### config.mk
export PLATFORM = sky130hd
export DESIGN_NAME = rx_ring_writer
export DESIGN_NICKNAME = d
export VERILOG_FILES = /design/src/rtl/rxr_pkg.sv /design/src/rtl/rxr_desc_ptr.sv /design/src/rtl/rxr_frame_track.sv /design/src/rtl/rxr_lane.sv /design/src/rtl/rxr_fsm.sv /design/src/rtl/rx_ring_writer.sv
export SDC_FILE = /design/constraint.sdc
export NUM_CORES = 1
export LEC_CHECK = 0
export ABC_AREA = 1
export BUFFER_PORTS_ARGS = -buffer_cell sky130_fd_sc_hd__buf_2
export CELL_PAD_IN_SITES_DETAIL_PLACEMENT = 0
export CELL_PAD_IN_SITES_GLOBAL_PLACEMENT = 1
export CORE_UTILIZATION = 43
export CTS_BUF_LIST = sky130_fd_sc_hd__clkbuf_4 sky130_fd_sc_hd__clkbuf_8
export DETAILED_ROUTE_END_ITERATION = 8
export PLACE_DENSITY_LB_ADDON = 0.1
export SLEW_MARGIN = 40
export SYNTH_ARGS = -nofsm -noshare
export SYNTH_HDL_FRONTEND = slang
export SYNTH_SLANG_ARGS = --single-unit
### constraint.sdc
create_clock -name clk -period 6.9 [get_ports clk]
set_input_delay 1.035 -clock clk [delete_from_list [all_inputs] [get_ports clk]]
set_output_delay 1.035 -clock clk [all_outputs]
set_load 0.02 [all_outputs]
### src/rtl/rxr_pkg.sv
`timescale 1ns/1ps
package rxr_pkg;
   typedef enum logic [2:0] {
      ST_IDLE,
      ST_FETCH,
      ST_WAIT,
      ST_FILL,
      ST_CLOSE_ST,
      ST_CLOSE_AD,
      ST_DROP
   } rxr_state_t;

   localparam int OWN_BIT    = 0;
   localparam int WRAP_BIT   = 1;
   localparam int SOF_BIT    = 14;
   localparam int EOF_BIT    = 15;
   localparam int BCAST_BIT  = 31;
   localparam int DESC_BYTES = 8;
   localparam int STAT_OFS   = 4;
endpackage

### src/rtl/rxr_desc_ptr.sv
`timescale 1ns/1ps
module rxr_desc_ptr #(
   parameter int ADDR_W = 32
) (
   input  logic              clk,
   input  logic              rst_n,
   input  logic [ADDR_W-1:0] ring_base,
   input  logic              step,
   input  logic              wrap,
   output logic [ADDR_W-1:0] desc_addr
);
   import rxr_pkg::*;

   logic [ADDR_W-1:0] ofs_q;

   always_ff @(posedge clk or negedge rst_n) begin
      if (!rst_n)
         ofs_q <= '0;
      else if (step)
         ofs_q <= wrap ? '0 : ofs_q + ADDR_W'(DESC_BYTES);
   end

   assign desc_addr = ring_base + ofs_q;
endmodule

### src/rtl/rxr_frame_track.sv
`timescale 1ns/1ps
module rxr_frame_track #(
   parameter int BUF_BYTES = 128,
   parameter int LEN_W     = 12,
   localparam int OFS_W    = $clog2(BUF_BYTES)
) (
   input  logic             clk,
   input  logic             rst_n,
   input  logic             start,
   input  logic             take,
   input  logic             take_eof,
   input  logic             take_bcast,
   input  logic             buf_done,
   output logic [OFS_W-1:0] buf_ofs,
   output logic [LEN_W-1:0] frame_len,
   output logic             last_byte,
   output logic             first_buf,
   output logic             eof_seen,
   output logic             bcast_q
);
   always_ff @(posedge clk or negedge rst_n) begin
      if (!rst_n) begin
         buf_ofs   <= '0;
         frame_len <= '0;
         first_buf <= 1'b0;
         eof_seen  <= 1'b0;
         bcast_q   <= 1'b0;
      end else if (start) begin
         buf_ofs   <= '0;
         frame_len <= '0;
         first_buf <= 1'b1;
         eof_seen  <= 1'b0;
         bcast_q   <= 1'b0;
      end else begin
         if (take) begin
            buf_ofs   <= buf_ofs + OFS_W'(1);
            frame_len <= frame_len + LEN_W'(1);
            if (take_eof)
               eof_seen <= 1'b1;
            if (frame_len == '0)
               bcast_q <= take_bcast;
         end
         if (buf_done)
            first_buf <= 1'b0;
      end
   end

   assign last_byte = (buf_ofs == OFS_W'(BUF_BYTES - 1));
endmodule

### src/rtl/rxr_lane.sv
`timescale 1ns/1ps
module rxr_lane #(
   parameter int LANES = 4,
   localparam int SEL_W = $clog2(LANES)
) (
   input  logic [SEL_W-1:0]   sel,
   input  logic [7:0]         data,
   output logic [LANES-1:0]   be,
   output logic [8*LANES-1:0] wdata
);
   for (genvar g = 0; g < LANES; g++) begin : g_lane
      assign be[g]          = (sel == SEL_W'(g));
      assign wdata[8*g +: 8] = data;
   end
endmodule

### src/rtl/rxr_fsm.sv
`timescale 1ns/1ps
module rxr_fsm (
   input  logic                clk,
   input  logic                rst_n,
   input  logic                rx_valid,
   input  logic                rx_sof,
   input  logic                rx_eof,
   input  logic                used_flag,
   input  logic                last_byte,
   input  logic                eof_seen,
   output rxr_pkg::rxr_state_t state,
   output logic                rx_ready,
   output logic                frame_start,
   output logic                take,
   output logic                latch_desc,
   output logic                step,
   output logic                bna
);
   import rxr_pkg::*;

   rxr_state_t nxt;

   always_ff @(posedge clk or negedge rst_n) begin
      if (!rst_n)
         state <= ST_IDLE;
      else
         state <= nxt;
   end

   always_comb begin
      nxt         = state;
      rx_ready    = 1'b0;
      frame_start = 1'b0;
      latch_desc  = 1'b0;
      step        = 1'b0;
      bna         = 1'b0;
      unique case (state)
         ST_IDLE: begin
            rx_ready = !rx_sof;
            if (rx_valid && rx_sof) begin
               frame_start = 1'b1;
               nxt         = ST_FETCH;
            end
         end
         ST_FETCH: nxt = ST_WAIT;
         ST_WAIT: begin
            if (used_flag) begin
               bna = 1'b1;
               nxt = ST_DROP;
            end else begin
               latch_desc = 1'b1;
               nxt        = ST_FILL;
            end
         end
         ST_FILL: begin
            rx_ready = 1'b1;
            if (rx_valid && (rx_eof || last_byte))
               nxt = ST_CLOSE_ST;
         end
         ST_CLOSE_ST: nxt = ST_CLOSE_AD;
         ST_CLOSE_AD: begin
            step = 1'b1;
            nxt  = eof_seen ? ST_IDLE : ST_FETCH;
         end
         ST_DROP: begin
            rx_ready = 1'b1;
            if (rx_valid && rx_eof)
               nxt = ST_IDLE;
         end
         default: nxt = ST_IDLE;
      endcase
   end

   assign take = (state == ST_FILL) && rx_valid;
endmodule

### src/rtl/rx_ring_writer.sv
`timescale 1ns/1ps
module rx_ring_writer #(
   parameter int ADDR_W    = 32,
   parameter int BUF_BYTES = 128,
   parameter int LEN_W     = 12
) (
   input  logic              clk,
   input  logic              rst_n,
   input  logic [ADDR_W-1:0] ring_base,
   input  logic              rx_valid,
   output logic              rx_ready,
   input  logic [7:0]        rx_data,
   input  logic              rx_sof,
   input  logic              rx_eof,
   input  logic              rx_bcast,
   output logic              mem_en,
   output logic              mem_we,
   output logic [3:0]        mem_be,
   output logic [ADDR_W-1:0] mem_addr,
   output logic [31:0]       mem_wdata,
   input  logic [31:0]       mem_rdata,
   output logic              buf_unavail
);
   import rxr_pkg::*;

   localparam int OFS_W = $clog2(BUF_BYTES);

   if (BUF_BYTES < 4 || (BUF_BYTES & (BUF_BYTES - 1)) != 0) begin : g_bad_buf
      $error("BUF_BYTES must be a power of two of at least 4");
   end
   if (LEN_W > SOF_BIT || (1 << LEN_W) <= BUF_BYTES) begin : g_bad_len
      $error("LEN_W must fit below the start flag and exceed one buffer");
   end
   if (ADDR_W > 32 || ADDR_W <= OFS_W) begin : g_bad_addr
      $error("ADDR_W must lie between the buffer offset width and 32");
   end

   rxr_state_t        state;
   logic              frame_start, take, latch_desc, step;
   logic [ADDR_W-1:0] desc_addr;
   logic [31:0]       addr_word_q;
   logic [OFS_W-1:0]  buf_ofs;
   logic [LEN_W-1:0]  frame_len;
   logic              last_byte, first_buf, eof_seen, bcast_q;
   logic [3:0]        lane_be;
   logic [31:0]       lane_wdata;
   logic [31:0]       aligned_word;
   logic [ADDR_W-1:0] buf_base;
   logic [OFS_W-1:0]  word_ofs;
   logic [31:0]       status_w;

   rxr_fsm u_fsm (
      .clk         (clk),
      .rst_n       (rst_n),
      .rx_valid    (rx_valid),
      .rx_sof      (rx_sof),
      .rx_eof      (rx_eof),
      .used_flag   (mem_rdata[OWN_BIT]),
      .last_byte   (last_byte),
      .eof_seen    (eof_seen),
      .state       (state),
      .rx_ready    (rx_ready),
      .frame_start (frame_start),
      .take        (take),
      .latch_desc  (latch_desc),
      .step        (step),
      .bna         (buf_unavail)
   );

   rxr_desc_ptr #(.ADDR_W(ADDR_W)) u_ptr (
      .clk       (clk),
      .rst_n     (rst_n),
      .ring_base (ring_base),
      .step      (step),
      .wrap      (addr_word_q[WRAP_BIT]),
      .desc_addr (desc_addr)
   );

   rxr_frame_track #(.BUF_BYTES(BUF_BYTES), .LEN_W(LEN_W)) u_track (
      .clk        (clk),
      .rst_n      (rst_n),
      .start      (frame_start),
      .take       (take),
      .take_eof   (rx_eof),
      .take_bcast (rx_bcast),
      .buf_done   (step),
      .buf_ofs    (buf_ofs),
      .frame_len  (frame_len),
      .last_byte  (last_byte),
      .first_buf  (first_buf),
      .eof_seen   (eof_seen),
      .bcast_q    (bcast_q)
   );

   rxr_lane #(.LANES(4)) u_lane (
      .sel   (buf_ofs[1:0]),
      .data  (rx_data),
      .be    (lane_be),
      .wdata (lane_wdata)
   );

   always_ff @(posedge clk or negedge rst_n) begin
      if (!rst_n)
         addr_word_q <= '0;
      else if (latch_desc)
         addr_word_q <= mem_rdata;
   end

   assign aligned_word = {addr_word_q[31:2], 2'b00};
   assign buf_base     = aligned_word[ADDR_W-1:0];
   assign word_ofs     = {buf_ofs[OFS_W-1:2], 2'b00};

   always_comb begin
      status_w            = '0;
      status_w[LEN_W-1:0] = eof_seen ? frame_len : '0;
      status_w[SOF_BIT]   = first_buf;
      status_w[EOF_BIT]   = eof_seen;
      status_w[BCAST_BIT] = bcast_q;
   end

   always_comb begin
      mem_en    = 1'b0;
      mem_we    = 1'b0;
      mem_be    = '0;
      mem_addr  = desc_addr;
      mem_wdata = '0;
      unique case (state)
         ST_FETCH: mem_en = 1'b1;
         ST_FILL: begin
            mem_en    = rx_valid;
            mem_we    = 1'b1;
            mem_be    = lane_be;
            mem_addr  = buf_base + ADDR_W'(word_ofs);
            mem_wdata = lane_wdata;
         end
         ST_CLOSE_ST: begin
            mem_en    = 1'b1;
            mem_we    = 1'b1;
            mem_be    = 4'hF;
            mem_addr  = desc_addr + ADDR_W'(STAT_OFS);
            mem_wdata = status_w;
         end
         ST_CLOSE_AD: begin
            mem_en    = 1'b1;
            mem_we    = 1'b1;
            mem_be    = 4'hF;
            mem_wdata = addr_word_q | 32'h1;
         end
         default: ;
      endcase
   end
endmodule

# == Yosys cells after proc, flatten, opt, wreduce, memory -nomap -nowiden ==
# Index checks and enable logic that the tools add are counted.
# word_totals
in_bits,78
word_cells,80
reg_bits,89
output_inout_bits,72
# classes
n_reduce_logical,20
n_mux,33
add_sub_neg,6
n_eq_ne,13
# ops
operator,n
$pmux 32 s3,1
$pmux 32 s2,1
$mux 12,3
$add 32x3->32 const B,1
$add 32x32->32,1
$add 32x4->32 const B,1
$add 32x7->32,1
$mux 32,1
$pmux 3 s7,1
$mux 1,17
$mux 7,2
$add 12x1->12 const B,1
$logic_not 12->1,1
$mux 3,4
$eq 3x3->1 const B,3
$pmux 4 s2,1
$reduce_bool 2->1,4
$add 7x1->7 const B,1
$eq 7x7->1 const B,1
$eq 3x2->1 const B,2
$ne 2x1->1 const B,3
$reduce_or 3->1,2
$eq 2x2->1 const B,2
$logic_and 1x1->1,4
10 further kinds,13

# == Logic depth before layout (Yosys ltp) ==
# depth
depth_word,5
mapped_depth,19

# == By module ==
# A second synthesis with hierarchy kept.
# hier_totals
hier_cells,1662
hier_area_um2,9504.1
# modules_own_cells
module,area_each_um2,n_inst,seq_area_each_um2,cells_each
rx_ring_writer,4008.8,1,775.7,743
rxr_desc_ptr,3766.1,1,725.7,682
rxr_frame_track,1186.1,1,550.5,153
rxr_fsm,276.5,1,75.1,45
rxr_lane,266.5,1,0.0,39

# == Worst setup path before layout ==
# OpenSTA, ideal clock, no wires.
# synth_timing
path_kind,in2out
start,input ring_base[4]
end,output mem_addr[18]
required_ns,5.865
stages,12
t_arrival_ns,2.986
slack_ns,2.879
cell_sequence,ha_1 > nand2_2 > nand2_1 > nand3_1 > nand2_2 > nor2_2 > nand2_1 > nor2_2 > nand2_2 > nor3_1 > a31oi_1 > o21ai_0
# synth_between
elab_chain_len,3
# synth_lines
element,line,text
from (decl),rx_ring_writer.sv:9,"input logic [ADDR_W-1:0] ring_base,"
$add 32x32->32 *,rxr_desc_ptr.sv:23,assign desc_addr = ring_base + ofs_q;
$add 32x3->32,rx_ring_writer.sv:140,mem_addr = desc_addr + ADDR_W'(STAT_OFS);
$pmux 32 s2 *,rx_ring_writer.sv:127,unique case (state)
to (decl),rx_ring_writer.sv:19,"output logic [ADDR_W-1:0] mem_addr,"
# Mark *: on every way between the ends. The rest lies on a longest branch, timed or not.

# == Final worst setup path ==
# Same ends and word-level chain as after synthesis.

==> results.md <==
- Vias per inst: 5.26
- Top post-synthesis cells by count: nand2_1, inv_1, nor2_1, nand3_1, o21ai_0
- P&R area growth vs syn: 14.5%
- Fmax: 223 MHz
- DRC: 0
- Setup Viol. Count Final: 0
- Largest family of logic cells by synthesized area: simple AND/OR/NAND/NOR gates
- Final period util: 65.1%
- Worst r2r src: u_fsm.state[1]
- Minimum clock period: 4.49 ns
- Post-synth top area cell: dfrtp_1
- Post-synth EDFFs: 0
- RSZ-0062 raised after global routing: false
- FP Rows: 51
- Final net count: 1681
- Hold_buf cts: 0
- FFs w/ async S/R, synth: 100%
- Core ar.: 19500 µm²
- Largest net degree at the start of global routing: 74
- Post-Synth Adder-Cell Area: 6.25%
- Synth Flop Type: dfrtp_1
- Cell depth of the worst flop-to-flop path: 8
- Vias in the first global route: 8849
- Slew HR: 45.0%
- Initial DRC Count: 651
- # clock sinks: 85
- Clock power frac: 15.4%
- Power per Cell Area: 261 nW/µm²
- LEAKAGE: 5.22 nW
- Fin. max-slew vios: 0
- Clk buf depth: 2
- Flop pwr share: 30.4%
- Synth Area in XOR/XNOR: 0.616%
- Setup CP Type: in2out
- Sw Share: 53.6%
- Tightest Pin Transition: 0.822 ns
- Sequential fraction of the synthesis area: 25.0%
- Share of layout cells above drive strength 1: 15.3%
- Clock Skews: 0.0272 ns
- Status: complete, no violations
- Antenna Nets Post-Route: 0
- R2r endpoint: u_ptr.ofs_q[31]
- Int Pwr: 1.18 mW
- Number of CTS-inserted buffers: 9
- Latest clock arrival within the worst-skew pair: 0.41 ns
- Compound-cell area share of the yosys netlist: 14.8%
- Detailed Routing Iterations Pass 1: 5
- Reg clk slew, reported paths: 0.13 ns
- VDD IR-drop max: 0.265 mV
- HP Class: in2async
- Post-CTS sizing: 0
- Syn_area_per_cell: 6.00 µm²
- Worst path arrival time: 3.46 ns
- Setup total negative slack: 0 ns
- Synth unique cells: 49
- Count of input and output buffers: 149
- Die span in y: 143 µm
- H-tree depth: 3
- Crit Path Max Fanout: 5
- Req. time, crit path: 5.86 ns
- Worst Setup End Kind: output port
- Post-Synth Simple-Gate Area: 42.3%
- Placer Congestion: 0.923
- Drt wl/cell: 15.6 µm
- Post-CTS setup buffer count: 0
- Flop-to-flop setup slack: 4.07 ns
- Max-cap violations: 0
- Final HPWL DP: 22.9 mm
- Multiplexer area fraction after synthesis: 0%
- Tot GR Track Use: 29.1%
- Yosys top cell area share: 25.0%
- CTS tree: yes
- Via count of the routed design: 9644
- #FFs+latches synth: 85
- Antenna violations before repair: 1
- Sw power: 1.36 mW
- Synthesized area: 8520 µm²
- Total grt overflow: 0
- First-pass GRT wire length: 46.0 mm
- Most frequent cell after synthesis: nand2_1
- Root buf cell: clkbuf_8
- Logic pwr share: 54.2%
- Die ar.: 20400 µm²
- Final Util: 50.1%
- WL final: 28.5 mm
- Synth Net Count: 1540
- Synth warnings: 0
- Worst setup SP type: input port
- Post-Synthesis Cells: 1420
- Initial Utilization: 43.8%
- # IOs: 150
- Die X: 143 µm
- Largest cells by area after synthesis: dfrtp_1, nand2_1, inv_1, nand3_1, ha_1
- Hold Fails Final Rpt: 0
==> final cells by class <==
type / instances / area [µm²]
timing repair buffer: 154 / 790
clock buffer: 9 / 124
clock inverter: 7 / 75.1
antenna: 1 / 2.50
tap: 265 / 332
multi-input combinational: 1084 / 5460
sequential: 85 / 2130
inverter: 227 / 852
fill: 2138 / 9700
==> routing by layer <==
layer	global-route usage [%]	share of wire, %
met5	0	0
met3	3.42	5.5
met4	8.60	2.2
met2	45.3	44
met1	41.9	49
==> flip-flops by register name, summed over array words and instances (netlist names) <==
signal	flops
addr_word_q	31
u_fsm.state	3
u_ptr.ofs_q	29
u_track.bcast_q	1
u_track.buf_ofs	7
u_track.eof_seen	1
u_track.first_buf	1
u_track.frame_len	12
==> cells in the final DEF, fill, tap and decap left out, types with 8 or more instances in the layout <==
| cell | n |
|---|---|
| nand2_1 | 453 |
| inv_1 | 214 |
| buf_2 | 148 |
| nor2_1 | 112 |
| nand3_1 | 110 |
| o21ai_0 | 94 |
| dfrtp_1 | 85 |
| a21oi_1 | 66 |
| ha_1 | 41 |
| nor3_1 | 33 |
| nand2_2 | 25 |
| nand4_1 | 25 |
| o211ai_1 | 21 |
| nor2_2 | 15 |
| o221ai_1 | 10 |
| inv_2 | 9 |
| clkbuf_8 | 9 |
| nor4_1 | 8 |
==> cell families (layout without fill, tap and decap cells) <==
group                    count (synthesis)  in the layout
other                                    0              1
XOR/XNOR                                 6              6
buffers and inverters                  251            397
flip-flops                              85             85
adder cells (fa/ha/maj)                 42             42
AO/OA/AOI/OAI                          222            222
AND/OR/NAND/NOR                        814            814
==> critical path, cell delays in order <==
cell and delay, ns:
buf_2 0.10, ha_1 0.30, nand2_2 0.09, nand2_1 0.16, nand3_2 0.10, nand2_2 0.09, nand2_1 0.08, nand2_1 0.14
nand2_1 0.07, nand2_1 0.15, nand2_2 0.11, nor3_1 0.36, a31oi_1 0.12, o21ai_0 0.33, buf_2 0.24
==> how the worst max path moves through the flow <==
stage	start	to
after floorplan	ring_base[4]	mem_addr[18]
after global placement	ring_base[4]	mem_addr[19]
after detailed placement	ring_base[4]	mem_addr[21]
after CTS	ring_base[4]	mem_addr[21]
after global routing	ring_base[9]	mem_addr[30]
final	ring_base[4]	mem_addr[18]
==> metrics by stage <==
step           cells  cell area, µm²  total power [mW]  setup slack (ns)  hold WS, ns
2_1_floorplan   1420            8520              1.66              2.88        0.429
3_3_place_gp    1815            9550              2.15              2.41        0.491
3_5_place_dp    1815            9560              2.16              2.44        0.492
4_1_cts         1831            9760              2.55              2.44        0.446
5_1_grt         1832            9760              2.75              2.12        0.449
6_report        1832            9760              2.55              2.41        0.454
==> power by group through the flow <==
stage	registers, mW	logic [mW]	clock network (mW)
after detailed placement	0.781	1.38	0
after floorplan	0.732	0.926	0
after CTS	0.771	1.38	0.401
after global placement	0.778	1.37	0
after global routing	0.791	1.55	0.417
final	0.773	1.38	0.392
No activity file was read; power rests on OpenSTA's default activity.
